**src/rtl/pxc_pkg.sv**
```systemverilog
package pxc_pkg;

    localparam int CNT_W = 12;
    localparam int IDX_W = $clog2(CNT_W);
    localparam int N_IN  = 2;

    typedef logic [CNT_W-1:0] cnt_t;
    typedef logic [IDX_W-1:0] idx_t;

    typedef enum logic [1:0] {
        DEPTH_1  = 2'd0,
        DEPTH_4  = 2'd1,
        DEPTH_12 = 2'd2,
        DEPTH_24 = 2'd3
    } depth_e;

    typedef struct packed {
        logic cont;   // ping-pong readout
        logic chain;  // two counters joined
        idx_t msb;    // index of top bit per counter
        cnt_t limit;  // saturation value per counter
    } mode_t;

    function automatic int width_of(depth_e d);
        case (d)
            DEPTH_1: return 1;
            DEPTH_4: return 4;
            default: return CNT_W;
        endcase
    endfunction

    function automatic cnt_t limit_of(int w);
        cnt_t l;
        for (int i = 0; i < CNT_W; i++) l[i] = (i < w);
        return l;
    endfunction

endpackage

```
**src/rtl/pxc_hit_sync.sv**
```systemverilog
module pxc_hit_sync
    import pxc_pkg::*;
#(
    parameter int N      = N_IN,
    parameter int STAGES = 2
) (
    input  logic         clk,
    input  logic         rst,
    input  logic [N-1:0] hit_in,
    output logic [N-1:0] hit_rise
);

    for (genvar g = 0; g < N; g++) begin : g_sync
        logic [STAGES:0] pipe_q;

        always_ff @(posedge clk) begin
            if (rst) pipe_q <= '0;
            else     pipe_q <= {pipe_q[STAGES-1:0], hit_in[g]};
        end

        assign hit_rise[g] = pipe_q[STAGES-1] & ~pipe_q[STAGES];

        AST_RISE_SINGLE: assert property (@(posedge clk) disable iff (rst)
            hit_rise[g] |=> !hit_rise[g]);
    end

endmodule

```
**src/rtl/pxc_mode_ctrl.sv**
```systemverilog
module pxc_mode_ctrl
    import pxc_pkg::*;
(
    input  logic       clk,
    input  logic       rst,
    input  logic       shutter,
    input  logic       cfg_cont,
    input  depth_e     cfg_depth,
    input  logic [1:0] hit_rise,
    input  logic       shift_pulse,
    output mode_t      mode,
    output logic [1:0] inc,
    output logic       shift_chain,
    output logic [1:0] shift_one,
    output logic       read_sel
);

    logic   shutter_q;
    logic   active_q;
    depth_e depth_eff;

    always_ff @(posedge clk) begin
        if (rst) begin
            shutter_q <= 1'b0;
            active_q  <= 1'b0;
        end else begin
            shutter_q <= shutter;
            if (cfg_cont && shutter_q && !shutter)
                active_q <= ~active_q;
        end
    end

    always_comb begin
        depth_eff  = (cfg_cont && cfg_depth == DEPTH_24) ? DEPTH_12 : cfg_depth;
        mode.cont  = cfg_cont;
        mode.chain = !cfg_cont && (cfg_depth == DEPTH_24);
        mode.limit = limit_of(width_of(depth_eff));
        mode.msb   = idx_t'(width_of(depth_eff) - 1);
    end

    always_comb begin
        inc         = 2'b00;
        shift_chain = 1'b0;
        shift_one   = 2'b00;
        read_sel    = ~active_q;
        if (cfg_cont) begin
            if (shutter && hit_rise[0])
                inc = active_q ? 2'b10 : 2'b01;
            if (shift_pulse)
                shift_one = active_q ? 2'b01 : 2'b10;
        end else begin
            if (shutter)
                inc = mode.chain ? {1'b0, hit_rise[0]} : hit_rise;
            shift_chain = shift_pulse && !shutter;
        end
    end

    AST_SWAP_ON_FALL: assert property (@(posedge clk) disable iff (rst)
        (cfg_cont && $fell(shutter)) |=> (active_q != $past(active_q)));

    AST_ROLE_KEPT: assert property (@(posedge clk) disable iff (rst)
        (shutter && $past(shutter)) |=> $stable(active_q));

    AST_DEAD_TIME: assert property (@(posedge clk) disable iff (rst)
        !(shift_chain && (inc != 2'b00)));

    AST_IDLE_NOT_COUNTED: assert property (@(posedge clk) disable iff (rst)
        !(cfg_cont && ((inc & shift_one) != 2'b00)));

endmodule

```
**src/rtl/pxc_counter_bank.sv**
```systemverilog
module pxc_counter_bank
    import pxc_pkg::*;
(
    input  logic       clk,
    input  logic       rst,
    input  mode_t      mode,
    input  logic [1:0] inc,
    input  logic       shift_chain,
    input  logic [1:0] shift_one,
    input  logic       read_sel,
    output logic       sout
);

    cnt_t cnt_q [2];
    cnt_t cnt_d [2];
    logic [2*CNT_W-1:0] joined;

    always_comb begin
        joined   = {cnt_q[1], cnt_q[0]};
        cnt_d[0] = cnt_q[0];
        cnt_d[1] = cnt_q[1];
        if (mode.chain) begin
            if (inc[0] && !(&joined))
                {cnt_d[1], cnt_d[0]} = joined + 1'b1;
        end else begin
            for (int i = 0; i < 2; i++)
                if (inc[i] && cnt_q[i] != mode.limit)
                    cnt_d[i] = cnt_q[i] + 1'b1;
        end
        if (shift_chain) begin
            cnt_d[1] = ((cnt_q[1] << 1) | cnt_t'(cnt_q[0][mode.msb])) & mode.limit;
            cnt_d[0] = (cnt_q[0] << 1) & mode.limit;
        end
        for (int i = 0; i < 2; i++)
            if (shift_one[i])
                cnt_d[i] = (cnt_q[i] << 1) & mode.limit;
    end

    always_ff @(posedge clk) begin
        if (rst) begin
            cnt_q[0] <= '0;
            cnt_q[1] <= '0;
        end else begin
            cnt_q[0] <= cnt_d[0];
            cnt_q[1] <= cnt_d[1];
        end
    end

    assign sout = mode.cont ? cnt_q[read_sel][mode.msb] : cnt_q[1][mode.msb];

    for (genvar g = 0; g < 2; g++) begin : g_chk
        AST_NO_OVERFLOW: assert property (@(posedge clk) disable iff (rst)
            (!mode.chain && inc[g] && !shift_chain && !shift_one[g]
             && cnt_q[g] == mode.limit) |=> (cnt_q[g] == $past(cnt_q[g])));

        AST_SHIFT_ZERO_FILL: assert property (@(posedge clk) disable iff (rst)
            shift_one[g] |=> (cnt_q[g][0] == 1'b0));
    end

    AST_CHAIN_SAT: assert property (@(posedge clk) disable iff (rst)
        (mode.chain && inc[0] && !shift_chain && (&joined)) |=> (&joined));

endmodule

```
**src/rtl/pixel_dual_counter.sv**
```systemverilog
module pixel_dual_counter
    import pxc_pkg::*;
(
    input  logic       clk,
    input  logic       rst,
    input  logic       hit_a,
    input  logic       hit_b,
    input  logic       shutter,
    input  logic [1:0] depth_sel,
    input  logic       continuous,
    input  logic       shift_pulse,
    output logic       sout
);

    logic [1:0] hit_rise;
    mode_t      mode;
    logic [1:0] inc;
    logic       shift_chain;
    logic [1:0] shift_one;
    logic       read_sel;

    pxc_hit_sync #(.N(2), .STAGES(2)) u_sync (
        .clk      (clk),
        .rst      (rst),
        .hit_in   ({hit_b, hit_a}),
        .hit_rise (hit_rise)
    );

    pxc_mode_ctrl u_ctrl (
        .clk         (clk),
        .rst         (rst),
        .shutter     (shutter),
        .cfg_cont    (continuous),
        .cfg_depth   (depth_e'(depth_sel)),
        .hit_rise    (hit_rise),
        .shift_pulse (shift_pulse),
        .mode        (mode),
        .inc         (inc),
        .shift_chain (shift_chain),
        .shift_one   (shift_one),
        .read_sel    (read_sel)
    );

    pxc_counter_bank u_bank (
        .clk         (clk),
        .rst         (rst),
        .mode        (mode),
        .inc         (inc),
        .shift_chain (shift_chain),
        .shift_one   (shift_one),
        .read_sel    (read_sel),
        .sout        (sout)
    );

    AST_RESET_QUIET: assert property (@(posedge clk)
        rst |=> !sout);

endmodule

```
**config.mk**
```make
export PLATFORM = sky130hd
export DESIGN_NAME = pixel_dual_counter
export DESIGN_NICKNAME = d
export VERILOG_FILES = /design/src/rtl/pxc_pkg.sv /design/src/rtl/pxc_hit_sync.sv /design/src/rtl/pxc_mode_ctrl.sv /design/src/rtl/pxc_counter_bank.sv /design/src/rtl/pixel_dual_counter.sv
export SDC_FILE = /design/constraint.sdc
export NUM_CORES = 1
export LEC_CHECK = 0
export ABC_CLOCK_PERIOD_IN_PS = 5600
export CAP_MARGIN = 20
export CORE_ASPECT_RATIO = 1.1
export CORE_MARGIN = 2
export CORE_UTILIZATION = 45
export CTS_BUF_LIST = sky130_fd_sc_hd__clkbuf_8 sky130_fd_sc_hd__clkbuf_16
export CTS_CLUSTER_DIAMETER = 30
export DETAILED_ROUTE_END_ITERATION = 10
export PLACE_DENSITY = 0.74
export SETUP_SLACK_MARGIN = 0.02
export SLEW_MARGIN = 5
export SYNTH_ARGS = -nofsm -noshare
export SYNTH_HDL_FRONTEND = slang
export SYNTH_HIERARCHICAL = 1
export SYNTH_SLANG_ARGS = --single-unit
export TNS_END_PERCENT = 100
```
**constraint.sdc**
```tcl
create_clock -name clk -period 5.6 [get_ports clk]
set_input_delay 0.84 -clock clk [delete_from_list [all_inputs] [get_ports clk]]
set_output_delay 0.84 -clock clk [all_outputs]
set_load 0.03 [all_outputs]
```
==> flow_summary_export.csv, run 1 <==
group,metric,value,unit
worst_setup_path,path_buf_inv,6,
cells_and_area,drive_gt1_share,12.5,%
timing,period_minus_slack,4.74,ns
floorplan,io_pins,10,
grt,busiest_layer,"met2",
synth,ys_warn_count,6,
timing,fin_ws,0.864,ns
grt,grt_pass1_vias,2180,
grt,antenna_found_initial,0,
clock_tree,ctsHoldBuffers,0,
floorplan,dieArea,6920,µm²
placed_design,port_buffers,9,
clock_tree,cts_sinks,32,
floorplan,die_h,87.0,µm
clock_tree,clkTransAtPathRegs,0.06,ns
timing,rsz0062_at_grt,"false",
clock_tree,clkLatencyLatePin,0.29,ns
detailed_routing,ant_nets,0,
cells_and_area,area_growth,0.355,%
grt,grt_use_met2,31.6,%
grt,grt_overflow_total,0,
synth,syn_inst,319,
detailed_routing,wl,6610,µm
placed_design,dp_hpwl,4560,µm
detailed_routing,vias_per_cell,6.46,
flow_run,drv_cap,0,
timing,tightest_slew,0.986,ns
detailed_routing,drtIter0Drc,266,
timing,period_share,84.6,%
worst_setup_path,crit_chain,"clkdlybuf4s50_1 -> nor2_1 -> inv_1 -> buf_4 -> ha_1 -> inv_1 -> inv_1 -> mux4_2 -> a21oi_1 -> o22ai_1 -> clkdlybuf4s50_1",
synth,syn_area_per_cell,8.84,µm²
grt,grt_pass1_wl,11000,µm
synth,synth_seq_cells,32,
grt,met1_usage,28.8,%
worst_setup_path,worstPathArrival,3.90,ns
status,status,"finished, final reports clean",
power,p_leak,1.04,nW
cells_and_area,multiInputGateArea,1830,µm²
timing,fin_tns_setup,0,ns
synth,synth_edf_count,0,
placed_design,place_ws,0.842,ns
grt,met3_usage,2.59,%
cells_and_area,antenna_cells,0,
timing,hold_viol,0,
timing,whs,0.437,ns
synth,yosysSeqAreaShare,22.7,%
clock_tree,cts.repair.resized,0,
worst_setup_path,cp_slowest_cell,"clkdlybuf4s50_1",
clock_tree,cts_htree_levels,2,
cells_and_area,final-seq-area,641,µm²
min_path,hold_class,"reg -> reg",
worst_setup_path,crit_top_cell,"inv_1",
worst_setup_path,cp_top_family,"buffers and inverters",
synth,syn_area,2820,µm²
timing,max_freq,211,MHz
clock_tree,post_cts_buffers,0,
clock_tree,cts_tree,"yes",
detailed_routing,wl_per_cell,17.3,µm
cells_and_area,final_net_count,314,
worst_setup_path,cp-end-kind,"output pin",
worst_setup_path,worst_setup_path_start_kind,"primary input",
grt,grt_start_max_net_pins,40,
timing,finClkSkew,0.00913,ns
detailed_routing,firstDrtPassIters,5,
cells_and_area,nFillCells,593,
worst_setup_path,max_stage_delay,0.61,ns
detailed_routing,dr_total_vias,2473,
timing,setup_viol,0,
power,powerDensity,196,nW/µm²
floorplan,start_util,46.1,%
floorplan,die_x,79.5,µm
clock_tree,cts_buffers,5,
placed_design,gp_congestion,0.858,
floorplan,coreArea,6120,µm²
detailed_routing,route.detailed.drc,0,
worst_setup_path,critPathMaxFanout,12,
floorplan,core.rowCount,30,
synth,ys.flop_type,"dfxtp_1",
worst_setup_path,required,4.76,ns
power,ir_worst_vdd,158,µV
synth,syn_nets,331,
timing,max_slew_margin,34.0,%
power,power.total,0.000554,W
clock_tree,cts.path.max_buffers,2,
synth,synth.distinct_cells,63,
grt,grt_usage,20.1,%
worst_setup_path,r2r_setup_slack,2.84,ns
worst_setup_path,worstSetupPathType,"in -> out",
clock_tree,ctsRootBufferMaster,"clkbuf_8",
synth,async_reset_ff_share,0,%
timing,finalMaxSlewViolations,0,
==> cell type report <==
type	instances	share of cell area, %
clock buffer	5	2.43
clock inverter	3	1.37
inverter	11	1.46
multi-input combinational	240	64.6
sequential	32	22.6
tap	80	3.54
timing repair buffer	12	3.98
==> layer usage <==
layer / up-vias / wire length [µm]
met2: 107 / 3050
met4: 0 / 134
met3: 16 / 462
met5: - / 0
li1: 1145 / -
met1: 1205 / 2960
==> worst register-to-register path, delay by kind of cell, from the launching register on <==
kind	cells	cell delay [ns]
AO/OA/AOI/OAI	2	0.97
AND/OR/NAND/NOR	3	0.93
flip-flops	1	0.53
adder cells (fa/ha/maj)	1	0.24
==> cell usage after synthesis (9+ instances only) <==
| library cell | count | area, µm² |
|---|---|---|
| a21oi_1 | 13 | 65.1 |
| dfxtp_1 | 32 | 641 |
| nor2b_1 | 9 | 56.3 |
| xor2_1 | 28 | 245 |
| mux4_2 | 9 | 203 |
| nand4_1 | 9 | 56.3 |
| nand3_1 | 13 | 65.1 |
| buf_4 | 14 | 105 |
| nand2_1 | 21 | 78.8 |
| buf_6 | 11 | 124 |
| nor2_1 | 18 | 67.6 |
| inv_1 | 11 | 41.3 |
==> flip-flops by register name (all words and copies together), names as in the netlist <==
signal                count
u_sync/g_sync.pipe_q      6
u_ctrl/active_q           1
u_ctrl/shutter_q          1
u_bank/cnt_q             24
==> where the power goes <==
group | switching [W] | internal, W | total, W
Clock | 0.0000886 | 0.000130 | 0.000219
Sequential | 0.0000150 | 0.000235 | 0.000250
Combinational | 0.0000485 | 0.0000367 | 0.0000852
==> cells by family (layout without fill, tap and decap cells) <==
group,count (synthesis),in the layout,synth area share (%)
compound gates,70,70,18.5
xor+xnor,32,32,9.93
fa+ha+maj,3,3,1.33
buf+inv,47,31,12.5
flops,32,32,22.7
mux,16,16,10.9
simple gates,119,119,24.2
==> worst paths after layout <==
kind,startpoint,to,cells past startpoint
setup / recovery,depth_sel[0],sout,11
hold / removal,u_sync/g_sync[1].pipe_q[0],u_sync/g_sync[1].pipe_q[1],1
setup reg to reg,u_bank/cnt_q[0][1],u_bank/cnt_q[1][8],6
hold reg to reg,u_sync/g_sync[1].pipe_q[0],u_sync/g_sync[1].pipe_q[1],1
==> metrics by stage <==
stage               utilization [%]  instance area [µm²]  std cells
finish                         46.3                 2830        383
global route                   46.3                 2830        383
CTS                            46.3                 2830        383
detailed placement             44.5                 2720        375
global placement               44.5                 2720        375
floorplan                         -                 2820        319
==> placed cells by master, fill, tap and decap left out, drive strengths merged, types with 5 or more instances in the layout <==
| cell | synthesis | final |
|---|---|---|
| dfxtp | 32 | 32 |
| xor2 | 28 | 28 |
| nand2 | 22 | 22 |
| nor2 | 19 | 19 |
| nand3 | 16 | 16 |
| a21oi | 14 | 14 |
| inv | 11 | 12 |
| mux4 | 11 | 11 |
| nand4 | 10 | 10 |
| clkdlybuf4s50 | 0 | 9 |
| nor2b | 9 | 9 |
| and3 | 9 | 9 |
| nor4 | 7 | 7 |
| o21ai | 7 | 7 |
| a211oi | 7 | 7 |
| a31oi | 7 | 7 |
| clkbuf | 9 | 5 |
| nor3 | 5 | 5 |
| o31ai | 5 | 5 |
(Power assumes the default switching activity.)
==> run 2, diff against run 1 <==
Settings changed: ABC_CLOCK_PERIOD_IN_PS 5600 to 3800, PLACE_DENSITY 0.74 to 0.76.
Clock period 5.6 ns to 3.8 ns, I/O delays scaled along.
==> flow_summary_export.csv, run 2 (same netlist as run 1, synthesis figures left out) <==
group,metric,value,unit
status,status,"finished, final reports clean",
clock_tree,cts_buffers,5,
grt,grt_overflow_total,0,
placed_design,dp.cells,382,
detailed_routing,route.detailed.drc,0,
worst_setup_path,worst_setup_path_start_kind,"primary input",
placed_design,dp_hpwl,4830,µm
cells_and_area,top_register,"u_bank/cnt_q",
timing,max_slew_margin,29.9,%
detailed_routing,vias_per_cell,6.37,
worst_setup_path,cp-end-kind,"output pin",
floorplan,die_x,79.5,µm
power,p_sw,0.000231,W
grt,grt_pass1_wl,11400,µm
grt,grt_start_max_net_pins,40,
clock_tree,post_cts_buffers,0,
power,power.share.sequential,42.4,%
floorplan,start_util,46.1,%
timing,setup_viol,0,
cells_and_area,antenna_cells,0,
placed_design,port_buffers,9,
worst_setup_path,r2r-start,"u_bank/cnt_q[0][0]",
clock_tree,cts.path.max_buffers,2,
timing,max_freq,280,MHz
detailed_routing,ant_nets,0,
cells_and_area,utilization,47.4,%
cells_and_area,drive_gt1_share,15.2,%
placed_design,dpl_cell_area,2780,µm²
power,ir_worst_vdd,244,µV
floorplan,die_h,87.0,µm
clock_tree,cts_sinks,32,
clock_tree,cts_htree_levels,2,
worst_setup_path,cp_slowest_cell,"mux4_1",
timing,rsz0062_at_grt,"false",
grt,antenna_found_initial,0,
worst_setup_path,rr_endpoint,"u_bank/cnt_q[1][8]",
timing,period_minus_slack,3.57,ns
worst_setup_path,crit_chain,"clkdlybuf4s50_1 -> nor2_1 -> inv_2 -> mux4_1 -> mux4_2 -> a21oi_1 -> o22ai_1 -> dlygate4sd2_1",
worst_setup_path,startpoint,"depth_sel[0]",
floorplan,io_pins,10,
clock_tree,cts_tree,"yes",
min_path,hold_class,"reg -> reg",
power,intPower,0.000637,W
worst_setup_path,required,3.23,ns
power,powerDensity,299,nW/µm²
detailed_routing,drtIter0Drc,177,
cells_and_area,final_common_cell,"dfxtp_1",
power,power.share.switching,26.6,%
timing,finClkSkew,0.00866,ns
cells_and_area,most-common-layout-cells,"dfxtp_1, xor2_1, nand2_1",
power,p_leak,1.08,nW
worst_setup_path,cp_top_family,"multiplexers",
clock_tree,ctsHoldBuffers,0,
detailed_routing,wl_per_cell,17.3,µm
timing,fin_tns_setup,0,ns
detailed_routing,wl,6730,µm
clock_tree,ctsRootBufferMaster,"clkbuf_8",
worst_setup_path,cp.depth,8,
floorplan,dieArea,6920,µm²
worst_setup_path,max_stage_delay,0.60,ns
cells_and_area,largest_reg_flops,24,
cells_and_area,final_net_count,321,
cells_and_area,area_growth,2.84,%
grt,grt_usage,20.8,%
clock_tree,clkLatencyLatePin,0.29,ns
worst_setup_path,worstSetupPathType,"in -> out",
cells_and_area,fin_cells,390,
clock_tree,clkTransAtPathRegs,0.06,ns
floorplan,coreArea,6120,µm²
worst_setup_path,path_buf_inv,3,
worst_setup_path,critPathMaxFanout,7,
grt,grt_pass1_vias,2420,
flow_run,drv_cap,0,
placed_design,gp_congestion,0.873,
timing,whs,0.449,ns
detailed_routing,firstDrtPassIters,5,
worst_setup_path,r2r_cells,6,
cells_and_area,reg_top3,"u_bank/cnt_q x24, u_sync/g_sync.pipe_q x6",
floorplan,core.rowCount,30,
worst_setup_path,cp-endpoint,"sout",
worst_setup_path,r2r_setup_slack,0.97,ns
timing,tightest_slew,1.05,ns
timing,finalMaxSlewViolations,0,
cells_and_area,final_area,2900,µm²
cells_and_area,nFillCells,578,
timing,period_share,93.9,%
worst_setup_path,worstPathArrival,3.00,ns
power,clkPwrFrac,42.1,%
timing,hold_viol,0,
detailed_routing,dr_total_vias,2483,
power,pwr-share-comb,15.5,%
run 2: cell types whose count changed in the layout (fill, tap and decap cells not counted), sizes merged:
cell           change
clkinv             -1
clkbuf             +2
inv                -1
dlygate4sd2        +1
buf                +7
clkdlybuf4s50      -1
run 2: metrics by stage:
stage / setup slack (ns) / power (W)
6_report: 0.231 / 0.000868
5_1_grt: 0.0901 / 0.000905
4_1_cts: 0.115 / 0.000872
3_5_place_dp: -0.124 / 0.000507
3_3_place_gp: -0.0176 / 0.000502
2_1_floorplan: 0.879 / 0.000483
run 2: how the worst min path moves through the flow:
stage                                          start  cells past startpoint  slack (ns)                          to
after floorplan           u_sync/g_sync[0].pipe_q[0]                      1        0.41  u_sync/g_sync[0].pipe_q[1]
after global placement    u_sync/g_sync[0].pipe_q[0]                      1        0.43  u_sync/g_sync[0].pipe_q[1]
after detailed placement  u_sync/g_sync[0].pipe_q[0]                      1        0.44  u_sync/g_sync[0].pipe_q[1]
after CTS                 u_sync/g_sync[0].pipe_q[0]                      1        0.46  u_sync/g_sync[0].pipe_q[1]
after global routing      u_sync/g_sync[0].pipe_q[0]                      1        0.46  u_sync/g_sync[0].pipe_q[1]
final                     u_sync/g_sync[0].pipe_q[0]                      1        0.45  u_sync/g_sync[0].pipe_q[1]
run 2: power groups by stage:
stage	sequential (W)	clock (W)	combinational (W)
floorplan	0.000360	0	0.000122
global placement	0.000374	0	0.000128
detailed placement	0.000375	0	0.000132
CTS	0.000367	0.000372	0.000132
global route	0.000369	0.000389	0.000146
finish	0.000368	0.000366	0.000134
run 2: routing by layer:
metal / up-vias / track usage (%) / share of wire [%]
met2: 128 / 33.6 / 47
li1: 1160 / - / -
met1: 1169 / 26.3 / 42
met4: 0 / 11.8 / 3.9
met3: 26 / 3.32 / 6.9
met5: - / 0 / 0
run 2: timing repair:
| item | CTS | global route |
|---|---|---|
| pin swaps | 0 | 0 |
| gates resized for setup | 1 | 1 |
| setup endpoints to repair | 1 | 1 |
run 2: final cells by class:
class	instances	area (µm²)	share of cell area (%)
clock inverter	1	30.0	1.03
tap	80	100	3.45
clock buffer	7	96.3	3.32
inverter	11	41.3	1.42
multi-input combinational	240	1830	63.0
timing repair buffer	19	164	5.65
sequential	32	641	22.1
==> run 3, diff against run 2 <==
--- a/config.mk
+++ b/config.mk
@@ -11,3 +11,3 @@
 export CORE_MARGIN = 2
-export CORE_UTILIZATION = 45
+export CORE_UTILIZATION = 25
 export CTS_BUF_LIST = sky130_fd_sc_hd__clkbuf_8 sky130_fd_sc_hd__clkbuf_16
@@ -15,3 +15,3 @@
 export DETAILED_ROUTE_END_ITERATION = 10
-export PLACE_DENSITY = 0.76
+export PLACE_DENSITY = 0.53
 export SETUP_SLACK_MARGIN = 0.02
==> constraint.sdc (replaced) <==
create_clock -name clk -period 3.8 [get_ports clk]
set_input_delay 0.76 -clock clk [delete_from_list [all_inputs] [get_ports clk]]
set_output_delay 0.76 -clock clk [all_outputs]
set_load 0.03 [all_outputs]
==> flow_summary_export.csv, run 3 (same netlist as run 1, synthesis figures left out) <==
group,metric,value,unit
worst_setup_path,r2r_cells,6,
power,pwr-share-comb,16.6,%
worst_setup_path,worstSetupPathType,"in -> out",
floorplan,start_util,25.7,%
cells_and_area,antenna_cells,0,
timing,finalMaxSlewViolations,0,
detailed_routing,dr_total_vias,2444,
timing,hold_viol,0,
worst_setup_path,cp-end-kind,"output pin",
cells_and_area,final_net_count,333,
clock_tree,clkLatencyLatePin,0.28,ns
grt,grt_start_max_net_pins,40,
grt,grt_pass1_vias,2264,
cells_and_area,fin_cells,469,
detailed_routing,drtIter0Drc,236,
clock_tree,ctsHoldBuffers,0,
detailed_routing,wl,7330,µm
placed_design,dp.cells,459,
clock_tree,cts_htree_levels,2,
detailed_routing,ant_nets,0,
cells_and_area,drive_gt1_share,18.6,%
placed_design,dpl_cell_area,2940,µm²
worst_setup_path,rr_endpoint,"u_bank/cnt_q[1][8]",
power,intPower,0.000669,W
timing,finClkSkew,0.00411,ns
grt,antenna_found_initial,0,
grt,grt_pass1_wl,11900,µm
placed_design,port_buffers,9,
timing,max_freq,300,MHz
cells_and_area,nFillCells,1140,
min_path,hold_depth,1,
worst_setup_path,worst_setup_path_start_kind,"primary input",
power,power.share.sequential,39.3,%
timing,max_slew_margin,49.8,%
worst_setup_path,r2r_setup_slack,0.97,ns
placed_design,dp_hpwl,5360,µm
cells_and_area,reg_top3,"u_bank/cnt_q x24, u_sync/g_sync.pipe_q x6",
clock_tree,cts_tree,"yes",
timing,period_share,87.7,%
min_path,hold_class,"reg -> reg",
timing,rsz0062_at_grt,"false",
clock_tree,cts_sinks,32,
power,p_leak,1.17,nW
clock_tree,cts_buffers,5,
min_path,hold_start,"u_sync/g_sync[1].pipe_q[0]",
power,power.share.switching,27.1,%
detailed_routing,route.detailed.drc,0,
timing,setup_viol,0,
cells_and_area,largest_reg_flops,24,
min_path,min_to,"u_sync/g_sync[1].pipe_q[1]",
cells_and_area,final_common_cell,"dfxtp_1",
power,clkPwrFrac,44.2,%
cells_and_area,final_area,3110,µm²
floorplan,io_pins,10,
detailed_routing,firstDrtPassIters,4,
timing,period_minus_slack,3.33,ns
clock_tree,clkTransAtPathRegs,0.05,ns
grt,grt_overflow_total,0,
detailed_routing,vias_per_cell,5.21,
cells_and_area,top_register,"u_bank/cnt_q",
floorplan,dieArea,12200,µm²
clock_tree,ctsRootBufferMaster,"clkbuf_16",
detailed_routing,wl_per_cell,15.6,µm
worst_setup_path,worstPathArrival,2.57,ns
worst_setup_path,r2r-start,"u_bank/cnt_q[0][0]",
cells_and_area,most-common-layout-cells,"dfxtp_1, xor2_1, buf_4",
status,status,"finished, final reports clean",
worst_setup_path,critPathMaxFanout,7,
power,powerDensity,296,nW/µm²
floorplan,die_h,115,µm
worst_setup_path,required,3.04,ns
cells_and_area,area_growth,10.1,%
placed_design,gp_congestion,0.794,
floorplan,core.rowCount,40,
clock_tree,cts.path.max_buffers,2,
grt,grt_usage,12.5,%
timing,tightest_slew,0.750,ns
floorplan,die_x,105,µm
power,p_sw,0.000249,W
power,ir_worst_vdd,165,µV
flow_run,drv_cap,0,
floorplan,coreArea,11000,µm²
-- run 3: cell type report --
class / instances / area (µm²) / area share, %
Clock buffer: 6 / 139 / 4.47
Clock inverter: 2 / 7.51 / 0.242
Inverter: 11 / 43.8 / 1.41
Multi-Input combinational cell: 240 / 1830 / 59.0
Sequential cell: 32 / 641 / 20.6
Tap cell: 147 / 184 / 5.92
Timing Repair Buffer: 31 / 258 / 8.30
-- run 3: critical path: stages --
cell and delay (ns):
dlymetal6s2s_1 0.16, nor2_4 0.16, inv_4 0.08, ha_1 0.28, inv_1 0.07, inv_1 0.10, mux4_2 0.50, a21oi_1 0.15
o22ai_1 0.11, buf_4 0.21
-- run 3: metal layers --
layer / track usage, % / vias to the layer above / routed length, µm
li1: - / 1182 / -
met1: 16.0 / 1177 / 3230
met2: 20.9 / 74 / 3560
met3: 1.52 / 11 / 351
met4: 6.22 / 0 / 193
met5: 0 / - / 0
-- run 3: worst max-delay path by stage --
| stage | endpoint | startpoint | depth (start not counted) | slack [ns] |
|---|---|---|---|---|
| 5_1_grt | sout | depth_sel[1] | 10 | 0.34 |
| 6_report | sout | depth_sel[1] | 10 | 0.47 |
| 3_5_place_dp | sout | depth_sel[1] | 8 | -0.54 |
| 3_3_place_gp | sout | depth_sel[0] | 8 | -0.47 |
| 4_1_cts | sout | depth_sel[1] | 8 | 0.02 |
| 2_1_floorplan | sout | depth_sel[0] | 7 | 0.50 |
-- run 3: power groups by stage --
stage	clock [W]	sequential, W	combinational, W
floorplan	0	0.000360	0.000122
global placement	0	0.000368	0.000147
detailed placement	0	0.000367	0.000149
CTS	0.000416	0.000360	0.000149
global route	0.000427	0.000362	0.000166
finish	0.000406	0.000361	0.000152
-- run 3: metrics by stage --
| stage | hold WS, ns | setup WS (ns) | util (%) | setup TNS [ns] | total power [W] |
|---|---|---|---|---|---|
| floorplan | 0.414 | 0.499 | - | 0 | 0.000483 |
| global placement | 0.419 | -0.472 | 26.8 | -0.472 | 0.000515 |
| detailed placement | 0.422 | -0.543 | 26.8 | -0.543 | 0.000516 |
| CTS | 0.434 | 0.0247 | 28.1 | 0 | 0.000926 |
| global route | 0.463 | 0.335 | 28.3 | 0 | 0.000955 |
| finish | 0.433 | 0.466 | 28.3 | 0 | 0.000918 |
-- run 3: what timing repair did --
item / 4_1_cts / 5_1_grt
gates resized for setup: 6 / 8
setup buffers: 1 / 1
cloned: 0 / 0
pin swaps: 0 / 1
setup endpoints to repair: 1 / 1
